==> src/rtl/aix_pkg.sv <==
package aix_pkg;
  typedef enum logic [2:0] {
    ST_IDLE, ST_OPC, ST_LOW, ST_HIGH, ST_FIX, ST_READ
  } seqState_t;

  typedef enum logic [1:0] {
    SEL_PC, SEL_PC1, SEL_PC2, SEL_EFF
  } addrSel_t;

  typedef struct packed {
    logic     loadPc;
    logic     takeLow;
    logic     takeHigh;
    logic     incHigh;
    logic     takeData;
    addrSel_t addrSel;
  } dpCtrl_t;
endpackage

==> src/rtl/aix_ctrl.sv <==
module aix_ctrl
  import aix_pkg::*;
#(
  parameter int CNT_W = 3
) (
  input  logic             clk,
  input  logic             rstN,
  input  logic             start,
  input  logic             carry,
  output dpCtrl_t          ctrl,
  output logic             done,
  output logic [CNT_W-1:0] cycleCount
);
  seqState_t state, stateNext;

  always_comb begin
    stateNext = state;
    unique case (state)
      ST_IDLE: if (start) stateNext = ST_OPC;
      ST_OPC:  stateNext = ST_LOW;
      ST_LOW:  stateNext = ST_HIGH;
      ST_HIGH: stateNext = carry ? ST_FIX : ST_READ;
      ST_FIX:  stateNext = ST_READ;
      ST_READ: stateNext = ST_IDLE;
      default: stateNext = ST_IDLE;
    endcase
  end

  always_comb begin
    ctrl          = '0;
    ctrl.loadPc   = (state == ST_IDLE) && start;
    ctrl.takeLow  = (state == ST_LOW);
    ctrl.takeHigh = (state == ST_HIGH);
    ctrl.incHigh  = (state == ST_FIX);
    ctrl.takeData = (state == ST_READ);
    unique case (state)
      ST_LOW:         ctrl.addrSel = SEL_PC1;
      ST_HIGH:        ctrl.addrSel = SEL_PC2;
      ST_FIX, ST_READ: ctrl.addrSel = SEL_EFF;
      default:        ctrl.addrSel = SEL_PC;
    endcase
  end

  always_ff @(posedge clk or negedge rstN) begin
    if (!rstN) begin
      state      <= ST_IDLE;
      cycleCount <= '0;
    end else begin
      state <= stateNext;
      if (state == ST_IDLE)      cycleCount <= start ? CNT_W'(1) : '0;
      else if (state == ST_READ) cycleCount <= '0;
      else                       cycleCount <= cycleCount + CNT_W'(1);
    end
  end

  assign done = (state == ST_READ);

  AST_CYCLES_MATCH_CARRY: assert property (@(posedge clk) disable iff (!rstN)
    done |-> (cycleCount == (carry ? CNT_W'(5) : CNT_W'(4))));
  AST_DONE_SINGLE: assert property (@(posedge clk) disable iff (!rstN)
    done |=> (!done && cycleCount == '0));
  AST_BUSY_START_IGNORED: assert property (@(posedge clk) disable iff (!rstN)
    (state != ST_IDLE && start) |=> (cycleCount != CNT_W'(1)));
endmodule

==> src/rtl/aix_datapath.sv <==
module aix_datapath
  import aix_pkg::*;
#(
  parameter int ADDR_W = 16,
  localparam int DATA_W = ADDR_W / 2
) (
  input  logic              clk,
  input  logic              rstN,
  input  dpCtrl_t           ctrl,
  input  logic [ADDR_W-1:0] opAddr,
  input  logic [DATA_W-1:0] index,
  input  logic [DATA_W-1:0] memData,
  output logic [ADDR_W-1:0] memAddr,
  output logic [ADDR_W-1:0] effAddr,
  output logic [DATA_W-1:0] loadData,
  output logic              carry
);
  logic [ADDR_W-1:0] pcReg;
  logic [DATA_W-1:0] lowReg;
  logic [DATA_W-1:0] hiReg;
  logic [DATA_W:0]   lowSum;

  assign lowSum = {1'b0, memData} + {1'b0, index};

  always_ff @(posedge clk or negedge rstN) begin
    if (!rstN) begin
      pcReg    <= '0;
      lowReg   <= '0;
      hiReg    <= '0;
      carry    <= 1'b0;
      loadData <= '0;
    end else begin
      if (ctrl.loadPc) pcReg <= opAddr;
      if (ctrl.takeLow) begin
        lowReg <= lowSum[DATA_W-1:0];
        carry  <= lowSum[DATA_W];
      end
      if (ctrl.takeHigh)      hiReg <= memData;
      else if (ctrl.incHigh)  hiReg <= hiReg + DATA_W'(1);
      if (ctrl.takeData) loadData <= memData;
    end
  end

  assign effAddr = {hiReg, lowReg};

  always_comb begin
    unique case (ctrl.addrSel)
      SEL_PC1: memAddr = pcReg + ADDR_W'(1);
      SEL_PC2: memAddr = pcReg + ADDR_W'(2);
      SEL_EFF: memAddr = effAddr;
      default: memAddr = pcReg;
    endcase
  end

  AST_OPERAND_STEP: assert property (@(posedge clk) disable iff (!rstN)
    (ctrl.addrSel == SEL_PC2) |-> (memAddr == $past(memAddr) + ADDR_W'(1)));
  AST_HIGH_INCREMENT: assert property (@(posedge clk) disable iff (!rstN)
    ctrl.incHigh |=> (hiReg == $past(hiReg) + DATA_W'(1)));
endmodule

==> src/rtl/abs_indexed_agu.sv <==
module abs_indexed_agu
  import aix_pkg::*;
#(
  parameter int ADDR_W = 16,
  localparam int DATA_W = ADDR_W / 2,
  localparam int CNT_W = 3
) (
  input  logic              clk,
  input  logic              rstN,
  input  logic              start,
  input  logic [ADDR_W-1:0] opAddr,
  input  logic [DATA_W-1:0] index,
  input  logic [DATA_W-1:0] memData,
  output logic [ADDR_W-1:0] memAddr,
  output logic [ADDR_W-1:0] effAddr,
  output logic              done,
  output logic [DATA_W-1:0] loadData,
  output logic [CNT_W-1:0]  cycleCount
);
  dpCtrl_t ctrl;
  logic    carry;

  aix_ctrl #(.CNT_W(CNT_W)) uCtrl (
    .clk(clk), .rstN(rstN), .start(start), .carry(carry),
    .ctrl(ctrl), .done(done), .cycleCount(cycleCount)
  );

  aix_datapath #(.ADDR_W(ADDR_W)) uDp (
    .clk(clk), .rstN(rstN), .ctrl(ctrl), .opAddr(opAddr), .index(index),
    .memData(memData), .memAddr(memAddr), .effAddr(effAddr),
    .loadData(loadData), .carry(carry)
  );

  AST_EFF_ON_BUS: assert property (@(posedge clk) disable iff (!rstN)
    done |-> (memAddr == effAddr));
  AST_OPC_AT_START: assert property (@(posedge clk) disable iff (!rstN)
    (cycleCount == CNT_W'(1)) |-> (memAddr == $past(opAddr)));
endmodule

==> config.mk <==
export PLATFORM = sky130hd
export DESIGN_NAME = abs_indexed_agu
export DESIGN_NICKNAME = d
export VERILOG_FILES = /design/src/rtl/aix_pkg.sv /design/src/rtl/aix_ctrl.sv /design/src/rtl/aix_datapath.sv /design/src/rtl/abs_indexed_agu.sv
export SDC_FILE = /design/constraint.sdc
export NUM_CORES = 1
export LEC_CHECK = 0
export BUFFER_PORTS_ARGS = -buffer_cell sky130_fd_sc_hd__buf_2
export CAP_MARGIN = 20
export CORE_ASPECT_RATIO = 0.9
export CORE_UTILIZATION = 30
export DETAILED_ROUTE_END_ITERATION = 7
export SETUP_SLACK_MARGIN = 0.4
export SYNTH_ARGS = -nofsm -noshare
export SYNTH_HDL_FRONTEND = slang
export SYNTH_HIERARCHICAL = 1
export SYNTH_SLANG_ARGS = --single-unit
export TNS_END_PERCENT = 1
==> constraint.sdc <==
create_clock -name clk -period 1.8 [get_ports clk]
set_input_delay 0.09 -clock clk [delete_from_list [all_inputs] [get_ports clk]]
set_output_delay 0.09 -clock clk [all_outputs]
set_load 0.005 [all_outputs]
# Word level (Yosys, flattened, before mapping)
# Cells that the tools add are included.
dict set report op_classes {
  div_mod_pow 0
  eq_ne 9
  multipliers 0
  n_addsub 5
  magnitude_cmp 0
  reduce_logical 4
  muxes 10
  bitwise 0
  n_shift 0
}
# operator count
set ops {}
lappend ops {{one-hot mux 16 bit (3 select lines)} 1}
lappend ops {{adder 16 x 1 -> 16 bit, second input constant} 1}
lappend ops {{adder 16 x 2 -> 16 bit, second input constant} 1}
lappend ops {{2-to-1 mux 8 bit} 2}
lappend ops {{one-hot mux 3 bit (5 select lines)} 1}
lappend ops {{adder 8 x 8 -> 9 bit} 1}
lappend ops {{2-to-1 mux 3 bit} 3}
lappend ops {{adder 8 x 1 -> 8 bit, second input constant} 1}
lappend ops {{equality test 3 x 2 -> 1 bit, second input constant} 2}
lappend ops {{equality test 3 bit, second input constant} 2}
lappend ops {{one-hot mux 2 bit (3 select lines)} 1}
lappend ops {{equality test 2 bit, second input constant} 2}
lappend ops {{adder 3 x 1 -> 3 bit, second input constant} 1}
lappend ops {{equality test 3 x 1 -> 1 bit, second input constant} 1}
lappend ops {{logical NOT 3 bit} 1}
lappend ops {{equality test 2 x 1 -> 1 bit, second input constant} 1}
lappend ops {{2-to-1 mux 1 bit} 2}
lappend ops {{inequality test 2 bit, second input constant} 1}
lappend ops {{nonzero test 2 bit} 1}
lappend ops {{OR reduction 2 bit} 1}
lappend ops {{logical AND 1 bit} 1}
dict set report totals {
  romBits 0
  output_inout_bits 44
  latchBits 0
  mem_bits_rw 0
  n_memories 0
  reg_bits 47
}

# Logic depth before layout (Yosys ltp)
# Gate-level depths: netlist of run 1.
dict set report depth {
  ltp_word 5
  mapped_depth 9
  mapped_depth_nobuf 7
}

# Modules after synthesis
# Netlist of run 1, hierarchy kept.
# module area_per_inst_um2 instances seq_area_each_um2 cells_each
set modules_own_cells {}
lappend modules_own_cells {aix_datapath 2867.8 1 1026.0 326}
lappend modules_own_cells {aix_ctrl 361.6 1 150.1 35}

# Worst setup path before layout of run 1
# Ideal clock, no wire load.
dict set report synth_timing {
  path_type {reg2out}
  from {register uCtrl.state[0]}
  to {output port memAddr[10]}
  path_stages_with_launch 10
  path_slack_ps -188
  required_ps 1710
  path_buffers 2
  t_arrival_ps 1898
  cell_sequence {dfrtp_1 -> clkbuf_8 -> nor3b_1 -> nand2b_1 -> clkbuf_1 -> nor2b_1 -> nand2b_1 -> o22ai_1 -> a311o_1 -> a21oi_1}
}
# item line
set synth_lines {}
lappend synth_lines {{from (decl)} aix_ctrl.sv:14} ;# seqState_t state, stateNext;
lappend synth_lines {{from (signal assigned)} aix_ctrl.sv:49} ;# state <= stateNext;
lappend synth_lines {{to (decl)} abs_indexed_agu.sv:14} ;# output logic [ADDR_W-1:0] memAddr,

==> run metrics, run 1 <==
final setup margin=-0.293 ns; FILL cells=1,001; status=complete, but fails checks; TNS Setup=-3.86 ns; Via-to-Cell Ratio=5.29; hold depth=3; Synth Flop Type=dfrtp_1; EDFF count, synth=0; Crit path largest cell delay=0.40 ns; met2 wire length=4830 um; Max clock buf depth=2; min Tclk post-route=2.09 ns; Final ANT Viol Nets=0; IO buf count=78; drc violations=10; Layout Nets=535; Placed Instances=594; Startpoint Class=flop; Async SR Flop Fraction=100%; CTS clk-pin slew, worst paths=0.07 ns; drt pass-1 iters=7; unrepaired setup endpoints after global routing=yes; Routed met1 length=4760 um; fraction of layout cells with a size suffix above 1=46.1%; synth warn=6; WL final=10,300 um; CP endpoint kind=output port; DR iter-0 viols=165; met3 wire length=613 um; worst ir drop on vdd=0.770 mV; CTS Sinks=47; largest net degree at the start of global routing=48; CTS Root Cell=clkbuf_16; min-delay worst type=primary input to flop; height of the die=100 um; Worst Path Arrival=2.00 ns; Register Area=0.00118 mm2; Slowest-stage cell, CP=dfrtp_1; Die X=111 um; P&R area growth vs syn=44.7%; initial antenna violation count=0; CTS tree=done; Worst R2R Path Depth=6; die area=0.0112 mm2; worst path required time=1.71 ns; Slew @ Worst Pin=0.348 ns; flop-to-flop setup slack=0.06 ns; starting density of the core=31.2%; top routing layer in use=met4; hold path start=opAddr[14]; number of max-cap violations=0; Post-Syn Nets=409; post-synthesis cell area=0.00323 mm2; register area share after synthesis=36.4%; core box area=0.0103 mm2; grt ovf=0; Max FO, Critical Path=9; Final Max Tran Viols=0; ANT cells=0; Synth Register Bits=47; boundary pin count=79; kind of critical path=flop to output port; H-tree Lvls=2; worst r2r src=uCtrl/state[2]$_DFFE_PN0P_; Worst slew margin=76.7%; Cells after Synth=361; final hold viol count=0; Final Setup Violations=16; CP Cell Sequence=nand3b_1 > nand2_8 > buf_4 > buf_6 > mux2_2 > o32ai_1 > a21oi_1 > buf_2; Cell Rows=35; final period utilization=116%; Layout Cells excl Fill=617; Tot GR Track Use=18.3%; Post-Syn Area per Cell=8.95 um2; Multi-input gate area=0.00214 mm2; clk_lat worst skew=0.29 ns; vias in the first global route=3,190; Via Count=3,267; P_leak=2.09 nW; total CTS buffers=5; global-route wire length before repair=16,000 um; Max Freq=0.478 GHz; gp weighted congestion=0.876; dpl hpwl=7520 um; Distinct cells, synth=60; r2r endpoint=uDp/pcReg[6]$_DFFE_PN0P_; Fin Clk Skew=0.00477 ns; hold endpoint=uDp/pcReg[14]$_DFFE_PN0P_; failing checks=DRC, setup timing; PD cells=1830 mW/mm2; Wirelength per Cell=16.7 um
## cell type report
class	instances	share of cell area, %
flip-flops and latches	47	25.3
repair buffers	145	21.3
well taps	129	3.45
clock inverters	2	0.375
multi-input cells	278	45.8
inverters	10	0.964
clock buffers	6	2.76
## cell usage in the layout, fill, tap and decap left out, types with 3 or more instances in the layout
master	netlist	routed
buf_2	9	75
buf_4	3	53
dfrtp_1	47	43
nand2_1	35	27
a21oi_1	24	22
nor2_1	27	22
o21ai_0	26	18
mux2_4	0	17
xnor2_1	13	12
nand3_1	15	12
buf_6	1	10
ha_1	12	10
nand4_1	9	9
o21ai_1	2	9
xor2_1	9	9
mux2_2	24	7
inv_1	9	6
a31oi_1	6	6
nand2_2	0	6
clkbuf_16	0	5
mux2i_1	5	5
and3_1	5	5
nor3_1	7	5
nor2_2	2	5
buf_8	0	4
dfrtp_2	0	4
a21o_1	4	4
o211ai_1	3	3
nand3_2	0	3
o32ai_1	3	3
a311oi_1	4	3
## stage by stage
stage | cell area [um2] | setup slack (ns) | hold WS, ns | util (%) | power [mW]
final | 4670 | -0.293 | 0.00527 | 45.2 | 8.55
after global routing | 4670 | -0.385 | 0.0132 | 45.2 | 9.17
after floorplan | 3270 | 0.102 | -0.206 | - | 4.72
after global placement | 4090 | -0.0720 | 0.0918 | 39.6 | 6.60
after CTS | 4400 | -0.270 | 0.00345 | 42.6 | 7.96
after detailed placement | 4090 | -0.0810 | 0.0973 | 39.6 | 6.67
## flip-flops by register name, summed over array words and instances, names as in the netlist
name              cells
uDp/hiReg             8
uCtrl/cycleCount      3
uDp/loadData          8
uDp/pcReg            16
uDp/lowReg            8
uDp/carry             1
uCtrl/state           3
## worst max-delay path by stage
stage,startpoint,endpoint,cells after the start
after CTS,uCtrl/state[1]$_DFFE_PN0P_,memAddr[7],8
after global routing,uCtrl/state[2]$_DFFE_PN0P_,memAddr[10],8
final,uCtrl/state[2]$_DFFE_PN0P_,memAddr[2],8
after global placement,uCtrl/state[1]$_DFFE_PN0P_,memAddr[10],8
after detailed placement,uCtrl/state[1]$_DFFE_PN0P_,memAddr[9],8
after floorplan,uCtrl/state[1]$_DFFE_PN0P_,memAddr[7],9
## cells in the mapped netlist (all sizes together) (2+ instances only)
| cell | n | area (um2) |
|---|---|---|
| a211oi | 4 | 35.0 |
| a21boi | 2 | 15.0 |
| a21o | 4 | 30.0 |
| a21oi | 24 | 120 |
| a22o | 2 | 18.8 |
| a311o | 2 | 20.0 |
| a311oi | 4 | 35.0 |
| a31oi | 6 | 37.5 |
| and2 | 2 | 12.5 |
| and3 | 6 | 38.8 |
| buf | 14 | 82.6 |
| clkbuf | 12 | 56.3 |
| dfrtp | 47 | 1180 |
| ha | 12 | 150 |
| inv | 9 | 33.8 |
| mux2 | 24 | 270 |
| mux2i | 5 | 50.1 |
| nand2 | 35 | 131 |
| nand2b | 2 | 12.5 |
| nand3 | 15 | 75.1 |
| nand4 | 10 | 68.8 |
| nor2 | 29 | 114 |
| nor2b | 3 | 18.8 |
| nor3 | 7 | 35.0 |
| nor3b | 3 | 22.5 |
| o211ai | 3 | 22.5 |
| o21ai | 28 | 140 |
| o21bai | 2 | 15.0 |
| o22ai | 2 | 12.5 |
| o2bb2ai | 2 | 17.5 |
| o32ai | 3 | 26.3 |
| or4 | 2 | 15.0 |
| xnor2 | 13 | 114 |
| xor2 | 9 | 78.8 |
## layer usage
metal,up-vias,global-route usage (%)
li1,1559,-
met1,1589,23.7
met2,105,30.3
met3,14,4.53
met4,0,5.09
met5,-,0
## critical path, delay by kind of cell (launching register included)
| kind | cells | cell delay, ns |
|---|---|---|
| compound gates | 2 | 0.18 |
| mux | 1 | 0.34 |
| simple gates | 2 | 0.42 |
| flops | 1 | 0.40 |
| buf+inv | 3 | 0.36 |
## power breakdown
group	internal [mW]	switching (mW)	total, mW
logic	2.82	2.51	5.33
clock network	0.521	0.434	0.956
registers	1.60	0.663	2.26
## cells by family after synthesis
family	count (synthesis)	synth area share, %
muxes	29	9.92
xor gates and xnor gates	22	5.97
DFF	47	36.4
adders and majority gates	13	5.27
AOI/OAI and AO/OA	93	18.4
and+or+nand+nor	121	18.6
buffers and inverters	36	5.46
## timing repair
item                                   CTS  global route
setup endpoints to repair               50            56
pin swaps                               20            28
resized for setup                       41            48
endpoints found under the hold margin   47             0
hold buffers                             1             0
buffers inserted                         3            11
Note: power is estimated with default switching activity, not from simulation.
==> inputs of run 2 (changes only) <==
--- a/config.mk
+++ b/config.mk
@@ -9,6 +9,7 @@
 export CAP_MARGIN = 20
 export CORE_ASPECT_RATIO = 0.9
 export CORE_UTILIZATION = 30
+export CTS_CLUSTER_DIAMETER = 200
 export DETAILED_ROUTE_END_ITERATION = 7
 export SETUP_SLACK_MARGIN = 0.4
 export SYNTH_ARGS = -nofsm -noshare
==> constraint.sdc (replaced) <==
create_clock -name clk -period 1.8 [get_ports clk]
set_input_delay 0.45 -clock clk [delete_from_list [all_inputs] [get_ports clk]]
set_output_delay 0.45 -clock clk [all_outputs]
set_load 0.005 [all_outputs]
==> run 2 against run 1 <==
Effect of this change:
- the run still ends with DRC, setup timing left
- maximum frequency decreased by 15%
- largest cell class unchanged
- count of clock-buffer cells in the layout down 1
- global-route usage grew 0.54 points
- combinational power hardly changed
- first-iteration DRC count down 15%
==> run metrics, run 2 (synthesized netlist as in run 1, its figures left out) <==
P&R area growth vs syn=47.3%; Max clock buf depth=2; Largest Register=uDp/pcReg; PD cells=1780 mW/mm2; Slew @ Worst Pin=0.477 ns; gp weighted congestion=0.903; final setup margin=-0.674 ns; fraction of layout cells with a size suffix above 1=48.3%; CTS Sinks=47; Worst slew margin=68.2%; final period utilization=137%; min-delay worst type=primary input to asynchronous set/reset pin; WL final=10,400 um; DR iter-0 viols=140; final non-filler cell area=0.00476 mm2; core box area=0.0103 mm2; Tot GR Track Use=18.8%; unrepaired setup endpoints after global routing=yes; status=complete, but fails checks; Final Setup Violations=17; Largest register FFs=16; grt ovf=0; Final Max Tran Viols=0; Max Freq=0.404 GHz; vias in the first global route=3,282; Via Count=3,265; met3 wire length=642 um; starting density of the core=31.2%; CTS clk-pin slew, worst paths=0.07 ns; Startpoint Class=flop; Fin Clk Skew=0.00739 ns; boundary pin count=79; dpl hpwl=8050 um; largest net degree at the start of global routing=30; drc violations=8; Final ANT Viol Nets=0; worst path required time=1.35 ns; Wirelength per Cell=16.3 um; commonest non-fill, non-tap cell in the layout=buf_2; number of max-cap violations=0; CP endpoint kind=output port; Worst Path Arrival=2.02 ns; P_leak=2.13 nW; worst ir drop on vdd=0.689 mV; # hold bufs at CTS=0; drt pass-1 iters=7; Max FO, Critical Path=8; Cell Rows=35; Layout Nets=554; initial antenna violation count=0; final hold viol count=0; kind of critical path=flop to output port; Die X=111 um; failing checks=DRC, setup timing; top routing layer in use=met3; Via-to-Cell Ratio=5.13; clk_lat worst skew=0.29 ns; IO buf count=78; Placed Area=0.00431 mm2; min Tclk post-route=2.47 ns; Routed met1 length=4810 um; ANT cells=0; total CTS buffers=5; die area=0.0112 mm2; most frequent cells in the layout=76 x buf_2, 72 x buf_4, 43 x dfrtp_1; global-route wire length before repair=16,900 um; height of the die=100 um; met2 wire length=4910 um; CTS tree=done; dpl ws=-0.456 ns; CTS Root Cell=clkbuf_16; H-tree Lvls=2
-- run 2: through the flow --
step	hold WS (ns)	std cells	setup TNS [ns]	power [mW]	utilization, %
final	0.111	636	-9.00	8.47	46.0
after global routing	0.138	636	-10.95	9.12	46.0
after CTS	0.123	633	-9.30	8.25	45.0
after detailed placement	0.437	621	-7.01	6.96	41.7
after global placement	0.425	621	-6.40	6.89	41.7
after floorplan	0.154	361	-3.57	4.72	-
-- run 2: report_power, final --
| part | internal [mW] | switching (mW) |
|---|---|---|
| registers | 1.60 | 0.580 |
| clock network | 0.520 | 0.421 |
| logic | 2.81 | 2.54 |
| total | 4.93 | 3.54 |
-- run 2: repair_timing --
item / CTS / global route
buffers inserted: 4 / 3
endpoints found under the setup margin: 56 / 61
pin swaps: 23 / 14
gates resized for setup: 47 / 26
-- run 2: layer usage --
layer | vias to the layer above | GRT usage [%]
met5 | - | 0
li1 | 1597 | -
met1 | 1559 | 25.6
met4 | 0 | 2.29
met2 | 109 | 32.1
met3 | 0 | 3.38
-- run 2: cell type report --
| cell class | count | area [um2] |
|---|---|---|
| fill | 997 | 5580 |
| multi-input combinational | 278 | 2100 |
| sequential | 47 | 1180 |
| timing repair buffer | 164 | 1130 |
| tap | 129 | 161 |
| clock buffer | 5 | 125 |
| inverter | 10 | 40.0 |
| clock inverter | 3 | 22.5 |
-- run 2: worst paths after layout --
kind	startpoint	to	slack, ns	depth (start not counted)
setup reg to reg	uCtrl/state[1]$_DFFE_PN0P_	uDp/hiReg[7]$_DFFE_PN0P_	0.08	8
hold reg to reg	uDp/loadData[1]$_DFFE_PN0P_	uDp/loadData[1]$_DFFE_PN0P_	0.51	1
min in group clk	opAddr[14]	uDp/pcReg[14]$_DFFE_PN0P_	0.38	3
max in group asynchronous	rstN	uCtrl/state[0]$_DFFE_PN0P_	1.16	2
setup / recovery	uCtrl/state[2]$_DFFE_PN0P_	memAddr[10]	-0.67	9
hold / removal	rstN	uDp/loadData[5]$_DFFE_PN0P_	0.11	1
-- run 2: worst max-delay path, stage by stage, from the launching register on --
cell and delay (ns):
dfrtp_1 0.39, buf_4 0.15, nor3b_4 0.19, nand2b_4 0.16
buf_12 0.11, buf_4 0.12, a311oi_1 0.04, a311o_1 0.35
a21oi_2 0.11, buf_2 0.12
==> inputs of run 3 (changes only) <==
--- a/config.mk
+++ b/config.mk
@@ -12,6 +12,7 @@
 export CTS_CLUSTER_DIAMETER = 200
 export DETAILED_ROUTE_END_ITERATION = 7
 export SETUP_SLACK_MARGIN = 0.4
+export SKIP_CTS_REPAIR_TIMING = 1
 export SYNTH_ARGS = -nofsm -noshare
 export SYNTH_HDL_FRONTEND = slang
 export SYNTH_HIERARCHICAL = 1
==> run 3 against run 2 <==
Effect of this change:
- the run still ends with DRC, setup timing left
- routed wire length is 0.23% lower
- flip-flop and latch count is the same
- clock skew is essentially flat
- sequential power is essentially flat
- critical endpoint unchanged
==> run metrics, run 3 (synthesized netlist as in run 1, its figures left out) <==
global-route wire length before repair=16,500 um; Final ANT Viol Nets=0; height of the die=100 um; Cell Rows=35; Wirelength per Cell=16.3 um; largest net degree at the start of global routing=30; Largest register FFs=16; commonest non-fill, non-tap cell in the layout=buf_2; drt pass-1 iters=7; CTS clk-pin slew, worst paths=0.07 ns; CP endpoint kind=output port; grt ovf=0; gp weighted congestion=0.903; Worst Path Arrival=2.06 ns; WL final=10,300 um; dpl hpwl=8050 um; P_leak=2.10 nW; CTS Root Cell=clkbuf_16; final hold viol count=0; Tot GR Track Use=18.4%; Core Util, Final=45.1%; Slew @ Worst Pin=0.479 ns; worst path required time=1.35 ns; Max FO, Critical Path=8; Final Setup Violations=17; Die X=111 um; clk_lat worst skew=0.29 ns; ANT cells=0; Max Freq=0.398 GHz; FILL cells=1,014; Fin Clk Skew=0.00743 ns; Startpoint Class=flop; starting density of the core=31.2%; Layout Nets=550; number of max-cap violations=0; CTS tree=done; Largest Register=uDp/pcReg; worst ir drop on vdd=0.659 mV; final setup margin=-0.710 ns; H-tree Lvls=2; Worst R2R Path Depth=8; Hold WS=0.110 ns; initial antenna violation count=0; Final Max Tran Viols=0; die area=0.0112 mm2; final period utilization=139%; IO buf count=78; status=complete, but fails checks; Via-to-Cell Ratio=5.21; Via Count=3,295; min-delay worst type=primary input to asynchronous set/reset pin; failing checks=DRC, setup timing; P&R area growth vs syn=44.5%; DR iter-0 viols=189; boundary pin count=79; kind of critical path=flop to output port; Max clock buf depth=2; vias in the first global route=3,239; Worst slew margin=68.0%; core box area=0.0103 mm2; CTS Sinks=47; drc violations=8; Multi-input gate area=0.00208 mm2; Register Area=0.00118 mm2; PD cells=1770 mW/mm2; total CTS buffers=5; min Tclk post-route=2.51 ns; fraction of layout cells with a size suffix above 1=46.1%; most frequent cells in the layout=78 x buf_2, 76 x buf_4, 44 x dfrtp_1; unrepaired setup endpoints after global routing=yes
-- run 3: changes by cell type in the layout (fill, tap and decap cells not counted), moves of 3 or more --
cell / delta
buf_6: -10
mux2_4: +3
buf_4: +4
mux2_2: -3
-- run 3: worst paths after layout --
check	start	endpoint	slack, ns
setup / recovery	uCtrl/state[2]$_DFFE_PN0P_	memAddr[10]	-0.71
max in group asynchronous	rstN	uDp/hiReg[5]$_DFFE_PN0P_	1.16
min in group clk	opAddr[14]	uDp/pcReg[14]$_DFFE_PN0P_	0.38
hold / removal	rstN	uDp/loadData[5]$_DFFE_PN0P_	0.11
setup reg to reg	uCtrl/state[1]$_DFFE_PN0P_	uDp/hiReg[7]$_DFFE_PN0P_	0.09
hold reg to reg	uDp/loadData[1]$_DFFE_PN0P_	uDp/loadData[1]$_DFFE_PN0P_	0.51
-- run 3: area by class of cell --
| class | instances | share of cell area (%) |
|---|---|---|
| Sequential cell | 47 | 25.3 |
| Multi-Input combinational cell | 278 | 44.7 |
| Clock buffer | 5 | 2.68 |
| Tap cell | 129 | 3.46 |
| Timing Repair Buffer | 160 | 22.6 |
| Clock inverter | 3 | 0.483 |
| Inverter | 10 | 0.805 |
-- run 3: worst max-delay path, stage by stage (launching register included) --
cell and delay [ns]:
dfrtp_1 0.39, or2b_1 0.24, buf_6 0.13, nand2b_4 0.05, buf_12 0.13, nor2b_4 0.13
nand2b_1 0.07, o22ai_2 0.07, a311o_1 0.33, a21oi_2 0.10, buf_2 0.12
-- run 3: metrics by stage --
stage          instances  area (um2)  total power [mW]  TNS, ns  worst slack (ns)
2_1_floorplan        361        3270              4.72    -3.57            -0.258
3_3_place_gp         621        4310              6.89    -6.40            -0.420
3_5_place_dp         621        4310              6.96    -7.01            -0.456
4_1_cts              629        4450              7.95   -11.10            -0.778
5_1_grt              632        4670              8.90   -11.25            -0.813
6_report             632        4670              8.25    -9.36            -0.710
-- run 3: layer usage --
| layer | up-vias | global-route usage (%) | part of all wire, % |
|---|---|---|---|
| met5 | - | 0 | 0 |
| met4 | 0 | 2.81 | 1.2 |
| met3 | 12 | 3.20 | 5.7 |
| met2 | 109 | 30.8 | 47 |
| met1 | 1584 | 25.3 | 46 |
| li1 | 1590 | - | - |
-- run 3: report_power, final --
part | internal (mW) | switching, mW
Combinational | 2.66 | 2.47
Sequential | 1.60 | 0.571
Clock | 0.520 | 0.421
Total | 4.78 | 3.47
